## config.mk

```make
export PLATFORM = sky130hd
export DESIGN_NAME = dstep_stepper
export DESIGN_NICKNAME = d
export VERILOG_FILES = /design/src/rtl/dstep_pkg.sv /design/src/rtl/dstep_tap_limit.sv /design/src/rtl/dstep_field.sv /design/src/rtl/dstep_cascade.sv /design/src/rtl/dstep_stepper.sv
export SDC_FILE = /design/constraint.sdc
export NUM_CORES = 1
export LEC_CHECK = 0
export BUFFER_PORTS_ARGS = -buffer_cell sky130_fd_sc_hd__buf_2
export CORE_UTILIZATION = 30
export DETAILED_ROUTE_END_ITERATION = 6
export GPL_TIMING_DRIVEN = 1
export RECOVER_POWER = 100
export SETUP_SLACK_MARGIN = 0.4
export SLEW_MARGIN = 10
export SYNTH_ARGS = -nofsm -noshare
export SYNTH_HDL_FRONTEND = slang
export SYNTH_SLANG_ARGS = --single-unit
```

## constraint.sdc

```tcl
create_clock -name clk -period 1.8 [get_ports clk]
set_clock_uncertainty 0.05 [all_clocks]
set_input_delay 0.09 -clock clk [delete_from_list [all_inputs] [get_ports clk]]
set_output_delay 0.09 -clock clk [all_outputs]
set_load 0.02 [all_outputs]
```

## src/rtl/dstep_pkg.sv

```systemverilog
package dstep_pkg;
  typedef enum logic [1:0] {
    SPD_800  = 2'd0,
    SPD_1066 = 2'd1,
    SPD_1333 = 2'd2,
    SPD_RSVD = 2'd3
  } speed_e;

  localparam int NUM_FIELDS = 4;
  localparam int IDX_PI     = 0;
  localparam int IDX_TAP    = 1;
  localparam int IDX_CLKD   = 2;
  localparam int IDX_COARSE = 3;
endpackage

```

## src/rtl/dstep_tap_limit.sv

```systemverilog
module dstep_tap_limit
  import dstep_pkg::*;
#(
  parameter int TAP_W        = 4,
  parameter int TAP_MAX_800  = 12,
  parameter int TAP_MAX_1066 = 10,
  parameter int TAP_MAX_1333 = 8
) (
  input  logic [1:0]       speed_sel,
  output logic [TAP_W-1:0] tap_max
);
  always_comb begin
    case (speed_e'(speed_sel))
      SPD_1066: tap_max = TAP_W'(TAP_MAX_1066);
      SPD_1333: tap_max = TAP_W'(TAP_MAX_1333);
      default:  tap_max = TAP_W'(TAP_MAX_800);
    endcase
  end
endmodule

```

## src/rtl/dstep_field.sv

```systemverilog
module dstep_field #(
  parameter int FW = 4
) (
  input  logic          en,
  input  logic          inc,
  input  logic [FW-1:0] cur,
  input  logic [FW-1:0] lim,
  input  logic [FW-1:0] refill,
  output logic [FW-1:0] nxt,
  output logic          wrap
);
  always_comb begin
    nxt  = cur;
    wrap = 1'b0;
    if (en) begin
      if (inc) begin
        if (cur >= lim) begin
          nxt  = '0;
          wrap = 1'b1;
        end else begin
          nxt = cur + 1'b1;
        end
      end else begin
        if (cur == '0) begin
          nxt  = refill;
          wrap = 1'b1;
        end else begin
          nxt = cur - 1'b1;
        end
      end
    end
  end
endmodule

```

## src/rtl/dstep_cascade.sv

```systemverilog
module dstep_cascade
  import dstep_pkg::*;
#(
  parameter int FW = 4
) (
  input  logic          inc,
  input  logic [FW-1:0] cur    [NUM_FIELDS],
  input  logic [FW-1:0] lim    [NUM_FIELDS],
  input  logic [FW-1:0] refill [NUM_FIELDS],
  output logic [FW-1:0] nxt    [NUM_FIELDS],
  output logic          refused
);
  logic [NUM_FIELDS:0] chain;

  assign chain[0] = 1'b1;

  for (genvar g = 0; g < NUM_FIELDS; g++) begin : g_field
    dstep_field #(.FW(FW)) u_field (
      .en     (chain[g]),
      .inc    (inc),
      .cur    (cur[g]),
      .lim    (lim[g]),
      .refill (refill[g]),
      .nxt    (nxt[g]),
      .wrap   (chain[g+1])
    );
  end

  assign refused = chain[NUM_FIELDS];
endmodule

```

## src/rtl/dstep_stepper.sv

```systemverilog
module dstep_stepper
  import dstep_pkg::*;
#(
  parameter int COARSE_W     = 2,
  parameter int CLKD_W       = 1,
  parameter int TAP_W        = 4,
  parameter int PI_W         = 3,
  parameter int PI_MAX       = 6,
  parameter int COARSE_MAX   = 3,
  parameter int CLKD_MAX     = 1,
  parameter int CLKD_REFILL  = 1,
  parameter int TAP_MAX_800  = 12,
  parameter int TAP_MAX_1066 = 10,
  parameter int TAP_MAX_1333 = 8
) (
  input  logic                clk,
  input  logic                rst_n,
  input  logic                load_en,
  input  logic [COARSE_W-1:0] load_coarse,
  input  logic [CLKD_W-1:0]   load_clkd,
  input  logic [TAP_W-1:0]    load_tap,
  input  logic [PI_W-1:0]     load_pi,
  input  logic                step_valid,
  output logic                step_ready,
  input  logic                step_dir,
  input  logic [1:0]          speed_sel,
  output logic [COARSE_W-1:0] coarse,
  output logic [CLKD_W-1:0]   clkd,
  output logic [TAP_W-1:0]    tap,
  output logic [PI_W-1:0]     pi,
  output logic                step_err
);
  localparam int FW_A = (COARSE_W > CLKD_W) ? COARSE_W : CLKD_W;
  localparam int FW_B = (TAP_W > PI_W) ? TAP_W : PI_W;
  localparam int FW   = (FW_A > FW_B) ? FW_A : FW_B;

  logic [COARSE_W-1:0] coarse_q;
  logic [CLKD_W-1:0]   clkd_q;
  logic [TAP_W-1:0]    tap_q;
  logic [PI_W-1:0]     pi_q;
  logic                err_q;

  logic [TAP_W-1:0] tap_max;
  logic [FW-1:0]    cur_a [NUM_FIELDS];
  logic [FW-1:0]    lim_a [NUM_FIELDS];
  logic [FW-1:0]    ref_a [NUM_FIELDS];
  logic [FW-1:0]    nxt_a [NUM_FIELDS];
  logic             refused;
  logic             step_take;
  logic [PI_W-1:0]  pi_load_clamped;

  dstep_tap_limit #(
    .TAP_W        (TAP_W),
    .TAP_MAX_800  (TAP_MAX_800),
    .TAP_MAX_1066 (TAP_MAX_1066),
    .TAP_MAX_1333 (TAP_MAX_1333)
  ) u_tap_limit (
    .speed_sel (speed_sel),
    .tap_max   (tap_max)
  );

  always_comb begin
    cur_a[IDX_PI]     = FW'(pi_q);
    cur_a[IDX_TAP]    = FW'(tap_q);
    cur_a[IDX_CLKD]   = FW'(clkd_q);
    cur_a[IDX_COARSE] = FW'(coarse_q);
    lim_a[IDX_PI]     = FW'(PI_MAX);
    lim_a[IDX_TAP]    = FW'(tap_max);
    lim_a[IDX_CLKD]   = FW'(CLKD_MAX);
    lim_a[IDX_COARSE] = FW'(COARSE_MAX);
    ref_a[IDX_PI]     = FW'(PI_MAX);
    ref_a[IDX_TAP]    = FW'(tap_max);
    ref_a[IDX_CLKD]   = FW'(CLKD_REFILL);
    ref_a[IDX_COARSE] = '0;
  end

  dstep_cascade #(.FW(FW)) u_cascade (
    .inc     (step_dir),
    .cur     (cur_a),
    .lim     (lim_a),
    .refill  (ref_a),
    .nxt     (nxt_a),
    .refused (refused)
  );

  assign step_ready      = !load_en;
  assign step_take       = step_valid && step_ready;
  assign pi_load_clamped = (load_pi > PI_W'(PI_MAX)) ? PI_W'(PI_MAX) : load_pi;

  always_ff @(posedge clk) begin
    if (!rst_n) begin
      coarse_q <= '0;
      clkd_q   <= '0;
      tap_q    <= '0;
      pi_q     <= '0;
      err_q    <= 1'b0;
    end else if (load_en) begin
      coarse_q <= load_coarse;
      clkd_q   <= load_clkd;
      tap_q    <= load_tap;
      pi_q     <= pi_load_clamped;
      err_q    <= 1'b0;
    end else if (step_take) begin
      err_q <= refused;
      if (!refused) begin
        coarse_q <= nxt_a[IDX_COARSE][COARSE_W-1:0];
        clkd_q   <= nxt_a[IDX_CLKD][CLKD_W-1:0];
        tap_q    <= nxt_a[IDX_TAP][TAP_W-1:0];
        pi_q     <= nxt_a[IDX_PI][PI_W-1:0];
      end
    end else begin
      err_q <= 1'b0;
    end
  end

  assign coarse   = coarse_q;
  assign clkd     = clkd_q;
  assign tap      = tap_q;
  assign pi       = pi_q;
  assign step_err = err_q;
endmodule

```

==> results.rst, run 1 <==
.. list-table::
   :header-rows: 1

   * - Metric
     - Value
   * - R2R setup slack
     - 0.03 ns
   * - Max-capacitance violation count
     - 0
   * - Worst vdd rail ir drop
     - 0.186 mV
   * - Largest fanout on the critical path
     - 7
   * - Initial Utilization
     - 0.318
   * - Delay of the slowest cell on the worst path
     - 0.37 ns
   * - Core area
     - 3420 sq um
   * - Number of global-route vias before repair
     - 1226
   * - Pin count of the biggest net entering global routing
     - 17
   * - Post-synthesis cell count
     - 131
   * - Cell depth of the worst setup path
     - 8
   * - Total inserted antenna cells
     - 0
   * - Boundary pin count
     - 29
   * - Synthesis-to-layout area growth
     - 41.8%
   * - Met1 Routed Length
     - 1.32 mm
   * - Number of enable flip-flop cells after synthesis
     - 0
   * - Setup TNS
     - 0 ns
   * - Max-Slew Margin vs Limit
     - 0.650
   * - Outcome
     - finished clean
   * - Post-layout worst setup margin
     - 0.0253 ns
   * - Largest cells by area after synthesis
     - dfxtp_1, ha_1, o211ai_1
   * - WP data required
     - 1.90 ns
   * - Proportion of synthesized chip area in sequential cells
     - 0.203
   * - Pre-antenna DRT Iters
     - 6
   * - Leakage power total
     - 0.653 nW
   * - Shortest clock period the worst path allows after layout
     - 1.77 ns
   * - CTS tree
     - done
   * - Vias per inst
     - 5.31
   * - Standard-cell row count
     - 21
   * - Hold Violations, Final
     - 0
   * - Number of vias after detailed routing
     - 1152
   * - Fraction of the cycle the final worst path needs
     - 0.986
   * - Antenna violations before repair
     - 0
   * - Clock edge transition at the registers on the reported setup and hold paths
     - 0.08 ns
   * - Capture point of the critical path
     - tap[1]$_SDFFE_PN0P_
   * - Max Root-Sink Buffers
     - 2
   * - HPWL Detailed
     - 2.42 mm
   * - Critical path start-end classification
     - reg -> reg
   * - Worst-case setup slack after placement
     - -0.172 ns
   * - Final #Nets
     - 203
   * - Final number of setup-violating endpoints
     - 0
   * - Measured slew at the worst slew-check pin
     - 0.519 ns
   * - Cell at the root of the clock tree
     - clkbuf_4
   * - Wirelength, routed
     - 3.22 mm
   * - Worst skew pair latency
     - 0.27 ns
   * - Overall Power
     - 907 uW
   * - Unique masters post-synth
     - 44
   * - Share of layout cells above drive strength 1
     - 0.456
   * - Nets in the synthesized netlist
     - 162
   * - Port-buffer cells
     - 28
   * - FFs w/ async S/R, synth
     - 0
   * - Cell-by-cell listing of the critical path
     - inv_6, ha_4, nand2b_4, a211oi_4, buf_4, o21ba_4, or2_4, o31ai_2
   * - Endpoint of the lowest-slack register-to-register path
     - tap[1]$_SDFFE_PN0P_
   * - Highest Clock Rate
     - 563 MHz
   * - Final weighted congestion of routability-driven global placement
     - 0.816
   * - Synth Area per Inst
     - 8.30 sq um
   * - Total track usage
     - 0.179
   * - WP data arrival
     - 1.88 ns
   * - CTS H-tree lvls
     - 1
   * - Kind of start point of the critical path
     - flip-flop
   * - Proportion of netlist area held by the largest area contributor
     - 0.203
   * - Warning count from the yosys run
     - 0
   * - Clock sink count
     - 11
   * - Horizontal die dimension
     - 62.2 um
   * - Number of remaining DRC errors
     - 0
   * - Cell accounting for the most synthesized area
     - dfxtp_1
   * - Vert. Die Dim
     - 62.2 um
   * - Antenna Nets Post-Route
     - 0
   * - Routed wire length per instance
     - 14.8 um
   * - Uppermost layer routed
     - met4
   * - Number of synthesized register bits
     - 11
   * - Met2 Wirelength
     - 1.72 mm
   * - Launching instance or port of the critical path
     - tap[1]$_SDFFE_PN0P_
   * - Core Util, Final
     - 0.451
   * - Area of the mapped netlist
     - 1090 sq um
   * - Startpoint of the most critical register-to-register path
     - tap[1]$_SDFFE_PN0P_
   * - Setup repair after global routing missed its margin
     - true
   * - Area of the die
     - 3870 sq um
   * - Path class of the lowest-slack min-delay path
     - in -> reg
   * - Number of buffers and inverters on the critical path
     - 2
   * - Violation count after the first detailed-route iteration
     - 29
   * - Worst r2r path cells
     - 8
   * - Crit path max-delay cell type
     - dfxtp_4
   * - Total power divided by cell area
     - 589 nW/um^2
   * - Most numerous cell types in the synthesized netlist
     - ha_1, inv_1, dfxtp_1, nand2_1, a21oi_1
   * - Cell family contributing the most delay on the critical path
     - compound AO/OA/AOI/OAI gates
   * - Wire length of the first global-routing pass
     - 5.53 mm
   * - GRT Residual Overflow
     - 0
   * - Type of element capturing the critical path
     - flip-flop
   * - Met3 wire length
     - 134 um
   * - Top_reg_cell synth
     - dfxtp_1
   * - CTS buffer count
     - 3
   * - Slew Limit Fails
     - 0
[repair_timing]
action	4_1_cts	5_1_grt
gates resized for setup	8	4
setup endpoints to repair	11	11
buffers inserted	3	0
pin swaps	5	7
hold endpoints to repair	0	0
hold buffers	0	0
[power breakdown]
group	internal [mW]	switching, mW	leakage [nW]	total (mW)
clock	0.0858	0.0949	0.0150	0.181
combinational	0.191	0.241	0.543	0.432
sequential	0.267	0.0280	0.0957	0.295
[per-layer routing]
layer  global-route usage  vias up
met5                    0        -
met4               0.0872        0
met3               0.0257        4
met2                0.330       31
met1                0.199      546
li1                     -      571
[flip-flops by register name, summed over array words and instances (netlist names)]
register / flops
coarse: 2
pi: 3
clkd: 1
step_err: 1
tap: 4
[how the worst min path moves through the flow]
stage                              start                      to  slack (ns)  cells after the start
after floorplan               step_valid     step_err$_SDFF_PP0_        0.19                      1
after global placement    load_coarse[1]  coarse[1]$_SDFFE_PN0P_        0.33                      3
after detailed placement      step_valid     step_err$_SDFF_PP0_        0.34                      2
after CTS                     step_valid     step_err$_SDFF_PP0_        0.05                      2
after global routing          step_valid     step_err$_SDFF_PP0_        0.04                      2
final                         step_valid     step_err$_SDFF_PP0_        0.06                      2
[cells by family (layout without fill, tap and decap cells)]
family | Yosys count | after routing | share of synthesized area
AOI/OAI and AO/OA | 49 | 49 | 0.344
DFF | 11 | 11 | 0.203
adders and majority gates | 14 | 14 | 0.161
buffers and inverters | 20 | 60 | 0.0817
and+or+nand+nor | 30 | 30 | 0.147
xor gates and xnor gates | 2 | 2 | 0.0161
muxes | 5 | 5 | 0.0472
[worst reg2reg max path: stages, from the launching register on]
cell	delay, ns
dfxtp_4	0.37
inv_6	0.04
ha_4	0.26
nand2b_4	0.06
a211oi_4	0.27
buf_4	0.17
o21ba_4	0.19
or2_4	0.17
o31ai_2	0.07
[cell type report]
type,count,area (sq um)
multi-input combinational,100,917
clock buffer,4,26.3
inverter,14,57.6
timing repair buffer,42,236
sequential,11,246
fill,361,1870
tap,46,57.6
[cells in the final DEF (no fill, tap or decap), drive strengths merged, types with 2 or more instances in the layout]
cell type  count
buf           32
clkbuf        14
ha            14
inv           14
nand2         11
dfxtp         11
a21oi         10
o211ai         9
o21ai          7
a211oi         5
mux2i          4
nor2           3
o31ai          3
nor3b          3
a221oi         3
or2            3
nand3          2
and3           2
o21bai         2
nand2b         2
[per-stage QoR]
step	cells	hold slack, ns	area, sq um
3_5_place_dp	210	0.339	1450
2_1_floorplan	131	0.186	1200
4_1_cts	217	0.0516	1520
6_report	217	0.0552	1540
5_1_grt	217	0.0407	1540
3_3_place_gp	210	0.333	1450
Power figures use the tool's default switching activity.
==> run 2, diff against run 1 <==
Settings changed: CTS_BUF_LIST set to sky130_fd_sc_hd__clkbuf_4 sky130_fd_sc_hd__clkbuf_8.
==> results.rst, run 2 (synthesis gave the netlist of run 1 again) <==
.. list-table::
   :header-rows: 1

   * - Metric
     - Value
   * - Outcome
     - finished clean
   * - Max reg flops
     - 4
   * - Switching power share of the total
     - 0.395
   * - Max-capacitance violation count
     - 0
   * - Antenna violations before repair
     - 0
   * - Number of filler instances in the final layout
     - 357
   * - Net switching power figure
     - 368 uW
   * - Final weighted congestion of routability-driven global placement
     - 0.816
   * - Wirelength, routed
     - 3.28 mm
   * - Wire length of the first global-routing pass
     - 5.55 mm
   * - Cell at the root of the clock tree
     - clkbuf_4
   * - Placement-stage cell area
     - 1450 sq um
   * - Final number of setup-violating endpoints
     - 0
   * - WP data arrival
     - 1.88 ns
   * - Area of the die
     - 3870 sq um
   * - Boundary pin count
     - 29
   * - Max Root-Sink Buffers
     - 2
   * - Synthesis-to-layout area growth
     - 42.6%
   * - Horizontal die dimension
     - 62.2 um
   * - Hold Violations, Final
     - 0
   * - Largest fanout on the critical path
     - 7
   * - Initial Utilization
     - 0.318
   * - Highest Clock Rate
     - 564 MHz
   * - Port-buffer cells
     - 28
   * - Total track usage
     - 0.180
   * - Vias per inst
     - 5.34
   * - Setup repair after global routing missed its margin
     - true
   * - Shortest clock period the worst path allows after layout
     - 1.77 ns
   * - CTS tree
     - done
   * - Clock edge transition at the registers on the reported setup and hold paths
     - 0.08 ns
   * - Final worst hold slack
     - 0.0553 ns
   * - Number of vias after detailed routing
     - 1159
   * - Routed wire length per instance
     - 15.1 um
   * - Leakage power total
     - 0.659 nW
   * - CTS buffer count
     - 3
   * - GRT Residual Overflow
     - 0
   * - Number of remaining DRC errors
     - 0
   * - Critical path start-end classification
     - reg -> reg
   * - HPWL Detailed
     - 2.42 mm
   * - Antenna Nets Post-Route
     - 0
   * - Number of global-route vias before repair
     - 1218
   * - Path class of the lowest-slack min-delay path
     - in -> reg
   * - Slew Limit Fails
     - 0
   * - Cell internal power dissipation
     - 563 uW
   * - Max-Slew Margin vs Limit
     - 0.689
   * - Total power divided by cell area
     - 601 nW/um^2
   * - Vert. Die Dim
     - 62.2 um
   * - Leading cell type in the layout, fill and taps excluded
     - buf_2
   * - Number of hold buffers added after cts
     - 0
   * - Standard-cell row count
     - 21
   * - Highest-count cells in the layout ignoring fill and taps
     - buf_2, buf_4, nand2_1, ha_1, clkbuf_1
   * - Core Util, Final
     - 0.454
   * - Fraction of the cycle the final worst path needs
     - 0.985
   * - Total inserted antenna cells
     - 0
   * - Logic pwr share
     - 0.473
   * - Kind of start point of the critical path
     - flip-flop
   * - Final #Nets
     - 203
   * - Pre-antenna DRT Iters
     - 4
   * - Worst skew pair latency
     - 0.27 ns
   * - Violation count after the first detailed-route iteration
     - 34
   * - WP data required
     - 1.90 ns
   * - Clock sink count
     - 11
   * - Power share of the sequential group
     - 0.317
   * - Core area
     - 3420 sq um
   * - CTS H-tree lvls
     - 1
   * - Pin count of the biggest net entering global routing
     - 17
   * - Measured slew at the worst slew-check pin
     - 0.462 ns
   * - Worst vdd rail ir drop
     - 0.204 mV
   * - Share of layout cells above drive strength 1
     - 0.474
   * - Post-route cell area
     - 1550 sq um
   * - Type of element capturing the critical path
     - flip-flop
   * - Proportion of power drawn by the clock network
     - 0.210
run 2: changes by cell type in the layout (fill, tap and decap cells not counted):
cell,previous run,this run
or2_4,1,2
buf_6,1,0
buf_4,13,14
a221oi_2,2,3
a221oi_1,1,0
clkbuf_1,11,10
or2_1,1,0
clkbuf_4,3,4
run 2: worst max-delay path, stage by stage (launching register included):
cell and delay (ns):
dfxtp_4 0.37, inv_6 0.04, ha_4 0.26, nand2b_4 0.06, a211oi_4 0.28, buf_4 0.17, o21ba_4 0.19, or2_4 0.17
o31ai_2 0.07
run 2: routing by layer:
metal / share of wire / vias to the layer above / GRT usage
li1: - / 566 / -
met1: 0.41 / 559 / 0.199
met2: 0.54 / 30 / 0.331
met3: 0.033 / 4 / 0.0276
met4: 0.013 / 0 / 0.0872
met5: 0 / - / 0
run 2: path summary, 6_finish.rpt:
check                                         start                  end  depth (start not counted)  slack, ns
worst max register to register  tap[1]$_SDFFE_PN0P_  tap[3]$_SDFFE_PN0P_                          8       0.03
worst min register to register    clkd$_SDFFE_PN0P_    clkd$_SDFFE_PN0P_                          2       0.43
worst max-delay path            tap[1]$_SDFFE_PN0P_  tap[3]$_SDFFE_PN0P_                          8       0.03
worst min-delay path                     step_valid  step_err$_SDFF_PP0_                          2       0.06
run 2: final cells by class:
| class | instances | area [sq um] | area share |
|---|---|---|---|
| clock buffer | 4 | 30.0 | 0.0194 |
| tap | 46 | 57.6 | 0.0371 |
| sequential | 11 | 246 | 0.159 |
| timing repair buffer | 42 | 233 | 0.150 |
| multi-input combinational | 100 | 926 | 0.597 |
| inverter | 14 | 57.6 | 0.0371 |
run 2: power by group through the flow:
stage               Clock [mW]  Sequential [mW]  Combinational, mW
floorplan                    0            0.327              0.249
global placement             0            0.298              0.392
detailed placement           0            0.299              0.405
CTS                      0.203            0.295              0.421
global route             0.227            0.299              0.488
finish                   0.196            0.295              0.440
run 2: per-stage QoR:
step	total power [mW]	worst slack [ns]	TNS (ns)	std cells
after floorplan	0.576	0.0362	0	131
after global placement	0.689	-0.123	-0.344	210
after detailed placement	0.704	-0.172	-0.813	210
after CTS	0.919	0.0271	0	217
after global routing	1.01	-0.0528	-0.333	217
final	0.931	0.0265	0	217
run 2: what timing repair did:
item | CTS | global route
gates resized for setup | 7 | 6
pin swaps | 5 | 7
endpoints found under the setup margin | 11 | 11
setup buffers | 3 | 0
